<file path="config.mk">
export PLATFORM = sky130hd
export DESIGN_NAME = sync_rate_meter
export DESIGN_NICKNAME = d
export VERILOG_FILES = /design/src/rtl/sync_meter_pkg.sv /design/src/rtl/pin_sync.sv /design/src/rtl/sat_counter.sv /design/src/rtl/sync_seq.sv /design/src/rtl/sync_rate_meter.sv
export SDC_FILE = /design/constraint.sdc
export NUM_CORES = 1
export LEC_CHECK = 0
export ABC_CLOCK_PERIOD_IN_PS = 5600
export BUFFER_PORTS_ARGS = -buffer_cell sky130_fd_sc_hd__buf_2
export CORE_ASPECT_RATIO = 0.9
export CORE_MARGIN = 5
export CORE_UTILIZATION = 65
export CTS_BUF_LIST = sky130_fd_sc_hd__clkbuf_4 sky130_fd_sc_hd__clkbuf_8
export DETAILED_ROUTE_END_ITERATION = 10
export PLACE_DENSITY = 0.85
export SYNTH_ARGS = -nofsm -noshare
export SYNTH_HDL_FRONTEND = slang
export SYNTH_SLANG_ARGS = --single-unit
</file>
<file path="constraint.sdc">
create_clock -name clk -period 5.6 [get_ports clk]
set_clock_uncertainty 0.15 [all_clocks]
set_input_delay 0.84 -clock clk [delete_from_list [all_inputs] [get_ports clk]]
set_output_delay 0.84 -clock clk [all_outputs]
set_load 0.1 [all_outputs]
</file>
<file path="src/rtl/sync_meter_pkg.sv">
package sync_meter_pkg;

  typedef enum logic [2:0] {
    ST_IDLE,
    ST_REQ,
    ST_KICK,
    ST_WAIT,
    ST_MEAS
  } meter_state_e;

  function automatic int unsigned max3(input int unsigned a, input int unsigned b,
                                       input int unsigned c);
    int unsigned m;
    m = (a > b) ? a : b;
    return (m > c) ? m : c;
  endfunction

endpackage

</file>
<file path="src/rtl/pin_sync.sv">
module pin_sync #(
  parameter int SYNC_STAGES = 2
) (
  input  logic clk,
  input  logic rst_n,
  input  logic pin_i,
  output logic lvl_o,
  output logic fall_o
);
  // one extra stage beyond the synchroniser keeps the previous level
  localparam int SH_W = SYNC_STAGES + 1;

  logic [SH_W-1:0] sh;

  always_ff @(posedge clk or negedge rst_n) begin
    if (!rst_n) sh <= '1;
    else        sh <= {sh[SH_W-2:0], pin_i};
  end

  assign lvl_o  = sh[SYNC_STAGES-1];
  assign fall_o = sh[SYNC_STAGES] & ~sh[SYNC_STAGES-1];
endmodule

</file>
<file path="src/rtl/sat_counter.sv">
module sat_counter #(
  parameter int W = 16
) (
  input  logic         clk,
  input  logic         rst_n,
  input  logic         clr_i,
  input  logic         one_i,
  input  logic         inc_i,
  output logic [W-1:0] val_o
);
  localparam logic [W-1:0] TOP = '1;

  always_ff @(posedge clk or negedge rst_n) begin
    if (!rst_n)                    val_o <= '0;
    else if (clr_i)                val_o <= '0;
    else if (one_i)                val_o <= W'(1);
    else if (inc_i && val_o != TOP) val_o <= val_o + W'(1);
  end

  assert_hold_at_max_R6: assert property (@(posedge clk) disable iff (!rst_n)
    (val_o == TOP && inc_i && !clr_i && !one_i) |=> (val_o == TOP));
endmodule

</file>
<file path="src/rtl/sync_seq.sv">
module sync_seq
  import sync_meter_pkg::*;
#(
  parameter int REQ_LEN    = 256,
  parameter int WAIT_LIMIT = 4096,
  parameter int LOW_LIMIT  = 65535,
  parameter int CNT_W      = 16
) (
  input  logic             clk,
  input  logic             rst_n,
  input  logic             start_i,
  input  logic             lvl_i,
  input  logic             fall_i,
  input  logic [CNT_W-1:0] cnt_val_i,
  output logic             cnt_clr_o,
  output logic             cnt_one_o,
  output logic             cnt_inc_o,
  output logic             busy_o,
  output logic             done_o,
  output logic             err_o,
  output logic [CNT_W-1:0] count_o,
  output logic             pin_oe_o,
  output logic             pin_out_o
);
  localparam int unsigned TMR_MAX = max3(REQ_LEN, WAIT_LIMIT, LOW_LIMIT);
  localparam int          TMR_W   = $clog2(TMR_MAX + 1);
  localparam logic [TMR_W-1:0] REQ_END  = TMR_W'(REQ_LEN - 1);
  localparam logic [TMR_W-1:0] WAIT_END = TMR_W'(WAIT_LIMIT - 1);
  localparam logic [TMR_W-1:0] LOW_END  = TMR_W'(LOW_LIMIT);

  meter_state_e     state;
  logic [TMR_W-1:0] tmr;

  always_ff @(posedge clk or negedge rst_n) begin
    if (!rst_n) begin
      state   <= ST_IDLE;
      tmr     <= '0;
      done_o  <= 1'b0;
      err_o   <= 1'b0;
      count_o <= '0;
    end else begin
      unique case (state)
        ST_IDLE: if (start_i) begin
          state  <= ST_REQ;
          tmr    <= '0;
          done_o <= 1'b0;
          err_o  <= 1'b0;
        end
        ST_REQ: begin
          if (tmr == REQ_END) begin
            state <= ST_KICK;
            tmr   <= '0;
          end else begin
            tmr <= tmr + TMR_W'(1);
          end
        end
        ST_KICK: begin
          state <= ST_WAIT;
          tmr   <= '0;
        end
        ST_WAIT: begin
          if (fall_i) begin
            state <= ST_MEAS;
            tmr   <= TMR_W'(1);
          end else if (tmr == WAIT_END) begin
            state   <= ST_IDLE;
            err_o   <= 1'b1;
            count_o <= '0;
          end else begin
            tmr <= tmr + TMR_W'(1);
          end
        end
        ST_MEAS: begin
          if (lvl_i) begin
            state   <= ST_IDLE;
            done_o  <= 1'b1;
            count_o <= cnt_val_i;
          end else if (tmr == LOW_END) begin
            state   <= ST_IDLE;       // over-long reply
            err_o   <= 1'b1;
            count_o <= '0;
          end else begin
            tmr <= tmr + TMR_W'(1);
          end
        end
        default: state <= ST_IDLE;
      endcase
    end
  end

  always_comb begin
    cnt_clr_o = (state == ST_IDLE) && start_i;
    cnt_one_o = (state == ST_WAIT) && fall_i;
    cnt_inc_o = (state == ST_MEAS) && !lvl_i;
    busy_o    = (state != ST_IDLE);
    pin_oe_o  = (state == ST_REQ) || (state == ST_KICK);
    pin_out_o = (state == ST_KICK);
  end

  assert_req_entry_R2: assert property (@(posedge clk) disable iff (!rst_n)
    (state == ST_IDLE && start_i) |=> (pin_oe_o && !pin_out_o));

  assert_kick_single_R3: assert property (@(posedge clk) disable iff (!rst_n)
    (pin_oe_o && pin_out_o) |=> !pin_oe_o);

  assert_flags_exclusive_R5: assert property (@(posedge clk) disable iff (!rst_n)
    !(done_o && err_o));

  // covers both timeout kinds
  assert_fail_zero_R7: assert property (@(posedge clk) disable iff (!rst_n)
    $rose(err_o) |-> (count_o == '0));

  assert_start_ignored_R9: assert property (@(posedge clk) disable iff (!rst_n)
    ((state == ST_WAIT || state == ST_MEAS) && start_i) |=> (state != ST_REQ));
endmodule

</file>
<file path="src/rtl/sync_rate_meter.sv">
module sync_rate_meter #(
  parameter int REQ_LEN     = 256,
  parameter int WAIT_LIMIT  = 4096,
  parameter int LOW_LIMIT   = 65535,
  parameter int CNT_W       = 16,
  parameter int SYNC_STAGES = 2
) (
  input  logic             clk,
  input  logic             rst_n,
  input  logic             start_i,
  input  logic             pin_in_i,
  output logic             busy_o,
  output logic             done_o,
  output logic             err_o,
  output logic [CNT_W-1:0] count_o,
  output logic             pin_oe_o,
  output logic             pin_out_o
);
  logic             lvl, fall;
  logic             cnt_clr, cnt_one, cnt_inc;
  logic [CNT_W-1:0] cnt_val;

  pin_sync #(.SYNC_STAGES(SYNC_STAGES)) u_sync (
    .clk(clk), .rst_n(rst_n), .pin_i(pin_in_i), .lvl_o(lvl), .fall_o(fall)
  );

  sat_counter #(.W(CNT_W)) u_cnt (
    .clk(clk), .rst_n(rst_n), .clr_i(cnt_clr), .one_i(cnt_one),
    .inc_i(cnt_inc), .val_o(cnt_val)
  );

  sync_seq #(
    .REQ_LEN(REQ_LEN), .WAIT_LIMIT(WAIT_LIMIT),
    .LOW_LIMIT(LOW_LIMIT), .CNT_W(CNT_W)
  ) u_seq (
    .clk(clk), .rst_n(rst_n), .start_i(start_i), .lvl_i(lvl), .fall_i(fall),
    .cnt_val_i(cnt_val), .cnt_clr_o(cnt_clr), .cnt_one_o(cnt_one),
    .cnt_inc_o(cnt_inc), .busy_o(busy_o), .done_o(done_o), .err_o(err_o),
    .count_o(count_o), .pin_oe_o(pin_oe_o), .pin_out_o(pin_out_o)
  );
endmodule

</file>
**After elaboration in Yosys (flattened, before gate mapping)**

Index checks and enable logic that the tools add are counted.

- Register bits: 56
- Bits of input ports: 4
- Output and inout bits: 21
- Word-level logic and storage cells: 78

- $add $sub $neg: 2
- Equality and inequality tests: 19
- Multiplexer cells: 30
- Bitwise logic cells: 2
- Reductions and logical operators: 18

Operator list:

| operator | count |
|---|---|
| $mux 16 | 13 |
| $pmux 16 s5 | 1 |
| $add 16x1->16 const B | 2 |
| $pmux 16 s2 | 1 |
| $mux 3 | 6 |
| $eq 16x12->1 const B | 1 |
| $eq 16x16->1 const B | 1 |
| $eq 16x8->1 const B | 1 |
| $ne 16x16->1 const B | 1 |
| $pmux 3 s5 | 1 |
| $ne 2x2->1 const B | 5 |
| $reduce_bool 3->1 | 3 |
| $reduce_and 4->1 | 2 |
| $eq 3x2->1 const B | 2 |
| $mux 1 | 6 |
| $ne 2x1->1 const B | 3 |
| $ne 3x2->1 const B | 2 |
| $reduce_and 6->1 | 1 |
| $reduce_and 5->1 | 1 |
| $reduce_bool 5->1 | 1 |
| $logic_and 1x1->1 | 4 |
| $reduce_bool 2->1 | 2 |
| $eq 3x1->1 const B | 1 |
| $eq 3x3->1 const B | 1 |
| other kinds (9) | 9 |

**Depth between registers and ports, before layout**

Gate-level depths: netlist of run 1.

- Depth in word-level cells: 6
- Mapped depth: 7

**By module**

Synthesis of run 1 repeated with hierarchy kept, for this count alone.

- Cells, all modules: 301
- Area total of the unflattened synthesis: 3034.2 um^2

Modules (own cells, without submodules):

| module | times used | cells an instance | area an instance (um^2) | sequential area each (um^2) |
|---|---|---|---|---|
| sync_seq | 1 | 205 | 2038.2 | 925.9 |
| sat_counter | 1 | 92 | 903.4 | 400.4 |
| pin_sync | 1 | 4 | 92.6 | 78.8 |

**Worst setup path after synthesis of run 1**

No wires, ideal clock.

- Path kind: register to output
- From: reg u_seq.state[1]
- To: out pin_out_o
- Arrival: 2.871 ns
- Data required time: 4.610 ns
- Path slack: 1.739 ns
- Cell stages (with the launch flop): 3
- Path buffers: 1
- Cell sequence: dfrtp_1 clkbuf_1 nor3b_1

- Word-level cells in the longest chain between the ends: 1

Ends and longest elaborated chain:

| element | line | text |
|---|---|---|
| start: declaration | sync_seq.sv:31 | `meter_state_e state;` |
| start signal: assignment | sync_seq.sv:36 | `state <= ST_IDLE;` |
| start signal: assignment | sync_seq.sv:44 | `state <= ST_REQ;` |
| start signal: assignment | sync_seq.sv:51 | `state <= ST_KICK;` |
| $eq 3x2->1 | sync_seq.sv:97 | `pin_out_o = (state == ST_KICK);` |
| end: declaration | sync_rate_meter.sv:17 | `output logic pin_out_o` |

No other way between the ends.

**Worst setup path in the final report of run 1**

- From: reg u_seq.tmr[14]
- To: reg u_seq.count_o[12]

- Word-level cells in the longest chain between the ends: 3

Ends and longest elaborated chain:

| element | line | text |
|---|---|---|
| start: declaration | sync_seq.sv:32 | `logic [TMR_W-1:0] tmr;` |
| start signal: assignment | sync_seq.sv:54 | `tmr <= tmr + TMR_W'(1);` |
| start signal: assignment | sync_seq.sv:70 | `tmr <= tmr + TMR_W'(1);` |
| start signal: assignment | sync_seq.sv:83 | `tmr <= tmr + TMR_W'(1);` |
| $eq 16x16->1 or $eq 16x12->1 (tied branches) | sync_seq.sv:78, sync_seq.sv:65 |  |
| $ne 3x2->1 (no line) or $ne 2x1->1 (tied branches) | -- |  |
| $reduce_and 4->1 (no line) (*) | -- |  |
| end signal: assignment | sync_seq.sv:77 | `count_o <= cnt_val_i;` |
| end: declaration | sync_seq.sv:21 | `output logic [CNT_W-1:0] count_o,` |

Every way passes the cells marked *; elsewhere a longest branch is shown, timed or not.
A chain may end at the register's enable or synchronous reset.

==> results of run 1 <==
[state kept, by name, summed over array words and instances, names as in the netlist]
name	count
u_sync.sh	3
u_seq.state	3
u_seq.count_o	16
u_seq.done_o	1
u_cnt.val_o	16
u_seq.tmr	16
u_seq.err_o	1
[cell type report]
type                            count  share of cell area
Multi-Input combinational cell    209               0.446
Clock buffer                        6              0.0248
Inverter                            3             0.00365
Timing Repair Buffer               25              0.0414
Sequential cell                    56               0.456
Clock inverter                      2             0.00406
Tap cell                           60              0.0244
[cells by family after synthesis]
family,Yosys count
AO/OA/AOI/OAI,77
XOR/XNOR,15
adder cells (fa/ha/maj),2
buffers and inverters,15
flip-flops,56
multiplexers,2
AND/OR/NAND/NOR,113
[worst max-delay path: stages (launching register included)]
cell     delay [ps]
dfrtp_1         440
or4_4           590
or3_1           370
nor3_2          650
o21ai_2         380
a22o_1          280
[layout by cell type (no fill, tap or decap), types with 2 or more instances in the layout]
master	n
nand2b_1	4
o41ai_1	2
nand3_1	12
nor4_1	2
mux2i_1	2
or4_1	3
inv_1	3
o21ai_0	9
ha_1	2
o31ai_1	6
o211ai_1	5
xnor2_1	3
o21ai_1	5
a21o_1	4
or3b_2	2
clkbuf_8	5
a21oi_1	12
dfstp_2	3
and3_1	4
buf_2	24
dfrtp_1	53
nor2_1	25
nand2_1	19
xor2_1	12
a22o_1	16
nor3b_1	3
nor3_1	10
nand4_1	10
a211o_1	5
or3_1	6
[through the flow]
| step | hold WS (ps) | instances | setup WS, ps |
|---|---|---|---|
| CTS | 220 | 361 | 2640 |
| global placement | 196 | 353 | 2710 |
| floorplan | 195 | 280 | 1740 |
| global route | 225 | 361 | 2440 |
| finish | 214 | 361 | 2630 |
| detailed placement | 201 | 353 | 2660 |
[routing by layer]
| metal | routed length (um) | up-vias | part of all wire |
|---|---|---|---|
| met5 | 0 | - | 0 |
| met4 | 96 | 0 | 0.016 |
| met1 | 2810 | 1099 | 0.47 |
| li1 | - | 1094 | - |
| met3 | 390 | 12 | 0.065 |
| met2 | 2700 | 84 | 0.45 |
[final timing paths]
path / from / to / slack [ps] / cells after the start
hold reg to reg: u_sync.sh[0] / u_sync.sh[1] / 210 / 0
setup reg to reg: u_seq.tmr[14] / u_seq.count_o[12] / 2630 / 5
setup / recovery: u_seq.tmr[14] / u_seq.count_o[12] / 2630 / 5
hold / removal: u_sync.sh[0] / u_sync.sh[1] / 210 / 0
max in group asynchronous: rst_n / u_seq.tmr[11] / 4370 / 2
min in group asynchronous: rst_n / u_seq.tmr[12] / 490 / 2
[power breakdown]
| group | switching [W] | internal [W] |
|---|---|---|
| Clock | 0.000125 | 0.0000925 |
| Combinational | 0.0000116 | 0.00000261 |
| Sequential | 0.00000163 | 0.000407 |
==> flow_metrics.tcl, run 1 <==
set metrics [dict create \
    dieArea_sq_um 5800 \
    yosys.area.top_type_share 0.466 \
    final_util 0.741 \
    drive_above_1_share 0.153 \
    p_leak_nw 1.40 \
    setup.worst_path.start_class "register" \
    tightest_slew_ps 1110 \
    synth_edf_count 0 \
    rsz0062_at_grt "false" \
    cts_resized 0 \
    first_iter_violations 195 \
    root_buffer "clkbuf_8" \
    cp_data_arrival_time_ps 3020 \
    syn_inst 280 \
    synth_area_sq_um 2840 \
    coreArea_sq_um 4160 \
    grt_use_met1 0.349 \
    dpl_cell_area_sq_um 2990 \
    globalRouteMet3Util 0.0432 \
    dieHeight_um 72.8 \
    cts_buffers 5 \
    seqCellArea_sq_um 1410 \
    syn_avg_cell_area_sq_um 10.2 \
    hold_viol 0 \
    pin_count 25 \
    antenna_found_initial 0 \
    cellPowerDensity_nw_per_um2 208 \
    critPathCaptureType "register" \
    fin_setup_tns_ps 0 \
    cts_sinks 56 \
    fmax_mhz 337 \
    async_reset_ff_frac 1.00 \
    cts_hold_buffers 0 \
    yosys_warnings 0 \
    relSlewSlack 0.262 \
    use_met2 0.335 \
    rows 22 \
    drv_cap 0 \
    outcome "finished clean" \
    crit_path_max_fanout 16 \
    synth_compound_area_frac 0.206 \
    setup_viol 0 \
    drt_first_pass_iters 4 \
    clock_latency_ps 310 \
    yosys-mux-area-fraction 0.00704 \
    synth_xor_area_frac 0.0462 \
    ys.flop_type "dfrtp_1" \
    nets 306 \
    start_util 0.684 \
    p_total_w 0.000640 \
    ys_seq_area_frac 0.494 \
    grt_pass1_vias 2175 \
    synth.area.top_cells "dfrtp_1, a22o_1, xor2_1" \
    ys_types 57 \
    clockBufferDepth 2 \
    grt_max_degree 57 \
    grt_busiest_layer "met1" \
    ys_seq_elements 56 \
    ir_drop_mv 0.179 \
    overflow 0 \
    diodes 0 \
    die_w_um 79.7 \
    clk_pin_slew_ps 90 \
    syn_nets 286 \
    ant_nets 0 \
    required_ps 5650 \
    min_period_ps 2970 \
    min_path_type "register to register" \
    place.port_buffers 24 \
    hpwl_um 4070 \
    post-cts-setup-buffers 0 \
    synthAdderAreaFrac 0.00880 \
    yosysMostFrequentCell "dfrtp_1" \
    drv_slew 0 \
    netlist_top_cells_count "dfrtp_1, nor2_1, nand2_1" \
    cts_htree_levels 2 \
    num-fill-cells 301 \
    via_per_inst 6.34 \
    gp_congestion 0.863 \
    multi_input_area_sq_um 1370 \
    gr-usage-all-layers 0.229 \
    wl_per_cell_um 16.6 \
    critPathKind "register to register" \
    tritoncts "built" \
    synth-simple-area-share 0.215 \
    grt_pass1_wl_um 10400 \
    synth_top_family_by_area "simple AND/OR/NAND/NOR gates" \
    syn2layout_area_growth_pct 8.36 \
    fin_crit_sh 0.531 \
    final_cell_area_sq_um 3080 \
    vias 2289 \
    post-route-drc-count 0 \
    routed_wl_um 5990 \
    synth_top_cell_by_area "dfrtp_1" \
]
Power figures use the tool's default switching activity.
==> run 2, diff against run 1 <==
ABC_AREA = 1   (was default)
ABC_CLOCK_PERIOD_IN_PS = 3100   (was 5600)
CORE_UTILIZATION = 62   (was 65)
PLACE_DENSITY = 0.81   (was 0.85)
clock period = 3.1 ns   (was 5.6 ns; I/O delays follow)
==> flow_metrics.tcl, run 2 <==
set metrics [dict create \
    critPathCaptureType "output pin" \
    syn_inst 460 \
    ant_nets 0 \
    ir_drop_mv 0.718 \
    setup_viol 0 \
    yosys.area.top_type_share 0.407 \
    crit_family "buffers and inverters" \
    p_leak_nw 1.84 \
    final_util 0.683 \
    cellPowerDensity_nw_per_um2 606 \
    topRoutingLayerUsed "met4" \
    r2r_setup_slack_ps 860 \
    max_stage_delay_ps 460 \
    hpwl_um 5220 \
    first_iter_violations 266 \
    ys_seq_area_frac 0.431 \
    largest_registers "u_cnt.val_o x16, u_seq.count_o x16, u_seq.tmr x16" \
    relSlewSlack 0.584 \
    antenna_found_initial 0 \
    reg2reg_to "u_seq.tmr[14]" \
    min_period_ps 2590 \
    start_util 0.631 \
    clk_pin_slew_ps 100 \
    num-fill-cells 455 \
    via_per_inst 5.39 \
    clockBufferDepth 2 \
    wl_per_cell_um 12.6 \
    clock_latency_ps 310 \
    cp_cell_sequence "inv_2 -> nand2_1 -> nor2_1 -> inv_1 -> o21ai_1 -> buf_2" \
    dieHeight_um 78.8 \
    synth_edf_count 0 \
    drt_first_pass_iters 5 \
    gp_congestion 0.859 \
    post-route-drc-count 0 \
    dieArea_sq_um 6810 \
    cts_sinks 56 \
    vias 2990 \
    yosysMostFrequentCell "nand2_1" \
    pin_count 25 \
    routed_wl_um 6990 \
    min_path_type "input pin to asynchronous set/reset pin" \
    drive_above_1_share 0.135 \
    fin_crit_sh 0.836 \
    tightest_slew_ps 624 \
    rows 25 \
    drv_cap 0 \
    rsz0062_at_grt "false" \
    required_ps 2480 \
    syn2layout_area_growth_pct 8.14 \
    met3_length_um 426 \
    crit_path_max_fanout 8 \
    grt_max_degree 30 \
    m1WireLength_um 3470 \
    post-cts-setup-buffers 0 \
    synth_top_cell_by_area "dfrtp_1" \
    ys_types 33 \
    netlist_top_cells_count "nand2_1, dfrtp_1, nor2_1" \
    setup.worst_path.start_class "register" \
    grt_pass1_wl_um 12300 \
    overflow 0 \
    outcome "finished clean" \
    rr_worst_depth 12 \
    nets 493 \
    hold_viol 0 \
    crit_buf_inv 3 \
    syn_nets 466 \
    coreArea_sq_um 5160 \
    gr-usage-all-layers 0.221 \
    cts_resized 0 \
    async_reset_ff_frac 1.00 \
    place.port_buffers 24 \
    met2_length_um 3030 \
    cp_slowest_cell "buf_2" \
    layout_common_cells "nand2_1, dfrtp_1, nor2_1" \
    grt_pass1_vias 2693 \
    fin_setup_tns_ps 0 \
    ys.flop_type "dfrtp_1" \
    diodes 0 \
    die_w_um 86.4 \
    ys_seq_elements 56 \
    yosys_warnings 0 \
    reg2reg_from "u_seq.tmr[0]" \
    critPathKind "register to output pin" \
    root_buffer "clkbuf_8" \
    cts_htree_levels 2 \
    final_common_cell "nand2_1" \
    cp_data_arrival_time_ps 1980 \
    synth_area_sq_um 3260 \
    cts_buffers 5 \
    synth.area.top_cells "dfrtp_1, nand2_1, nand3_1" \
    multi_input_area_sq_um 1630 \
    drv_slew 0 \
    syn_avg_cell_area_sq_um 7.08 \
    seqCellArea_sq_um 1410 \
    fmax_mhz 386 \
    cts_hold_buffers 0 \
    tritoncts "built" \
]
run 2: cell count changes in the layout (fill, tap and decap cells not counted), sizes merged, moves of 16 or more:
cell	previous run	this run
inv	3	49
nor2	25	54
a22o	16	0
nand2	20	197
nand3	12	36
run 2: cells by family (layout without fill, tap and decap cells):
| group | count (synthesis) | in the layout | synth area share |
|---|---|---|---|
| and+or+nand+nor | 312 | 312 | 0.418 |
| DFF | 56 | 56 | 0.431 |
| xor gates and xnor gates | 7 | 7 | 0.0188 |
| AOI/OAI and AO/OA | 29 | 29 | 0.0545 |
| adders and majority gates | 2 | 2 | 0.00768 |
| buffers and inverters | 54 | 82 | 0.0699 |
run 2: metal layers:
metal / global-route usage / vias to the layer above
li1: - / 1514
met1: 0.332 / 1369
met2: 0.336 / 98
met3: 0.0373 / 9
met4: 0.0530 / 0
met5: 0 / -
run 2: report_power, final:
part	switching [W]	total [W]	internal (W)
sequential	0.0000665	0.000856	0.000790
combinational	0.000685	0.000867	0.000183
clock	0.000240	0.000411	0.000170
run 2: worst max-delay path by stage:
| stage | from | to | slack (ps) | cells after the start |
|---|---|---|---|---|
| floorplan | u_seq.state[2] | pin_oe_o | 530 | 3 |
| global placement | u_seq.state[2] | pin_oe_o | 930 | 6 |
| detailed placement | u_seq.state[2] | pin_oe_o | 880 | 6 |
| CTS | u_seq.state[2] | pin_oe_o | 520 | 6 |
| global route | u_seq.state[2] | pin_oe_o | 400 | 6 |
| finish | u_seq.state[2] | pin_oe_o | 510 | 6 |
run 2: layout make-up:
class | instances | share of cell area
multi-input combinational | 350 | 0.461
sequential | 56 | 0.399
inverter | 49 | 0.0536
timing repair buffer | 25 | 0.0362
tap | 67 | 0.0238
clock buffer | 6 | 0.0217
clock inverter | 2 | 0.00462
run 2: worst register-to-register path: stages (launching register included):
cell	delay, ps
dfrtp_1	450
ha_1	290
nand2_2	100
nor2_2	50
nand2_2	120
inv_1	50
nand2_1	170
nand2_1	100
nand2_1	190
inv_1	70
nor2_2	260
nand2_1	110
nand2_1	70
run 2: through the flow:
step	hold slack [ps]	setup WS [ps]	total power, W	cells	instance area (sq um)
2_1_floorplan	19.4	533	0.00157	460	3260
3_3_place_gp	199	932	0.00171	547	3430
3_5_place_dp	197	877	0.00173	547	3430
4_1_cts	21.8	522	0.00213	555	3520
5_1_grt	46.4	400	0.00226	555	3520
6_report	5.19	510	0.00213	555	3520
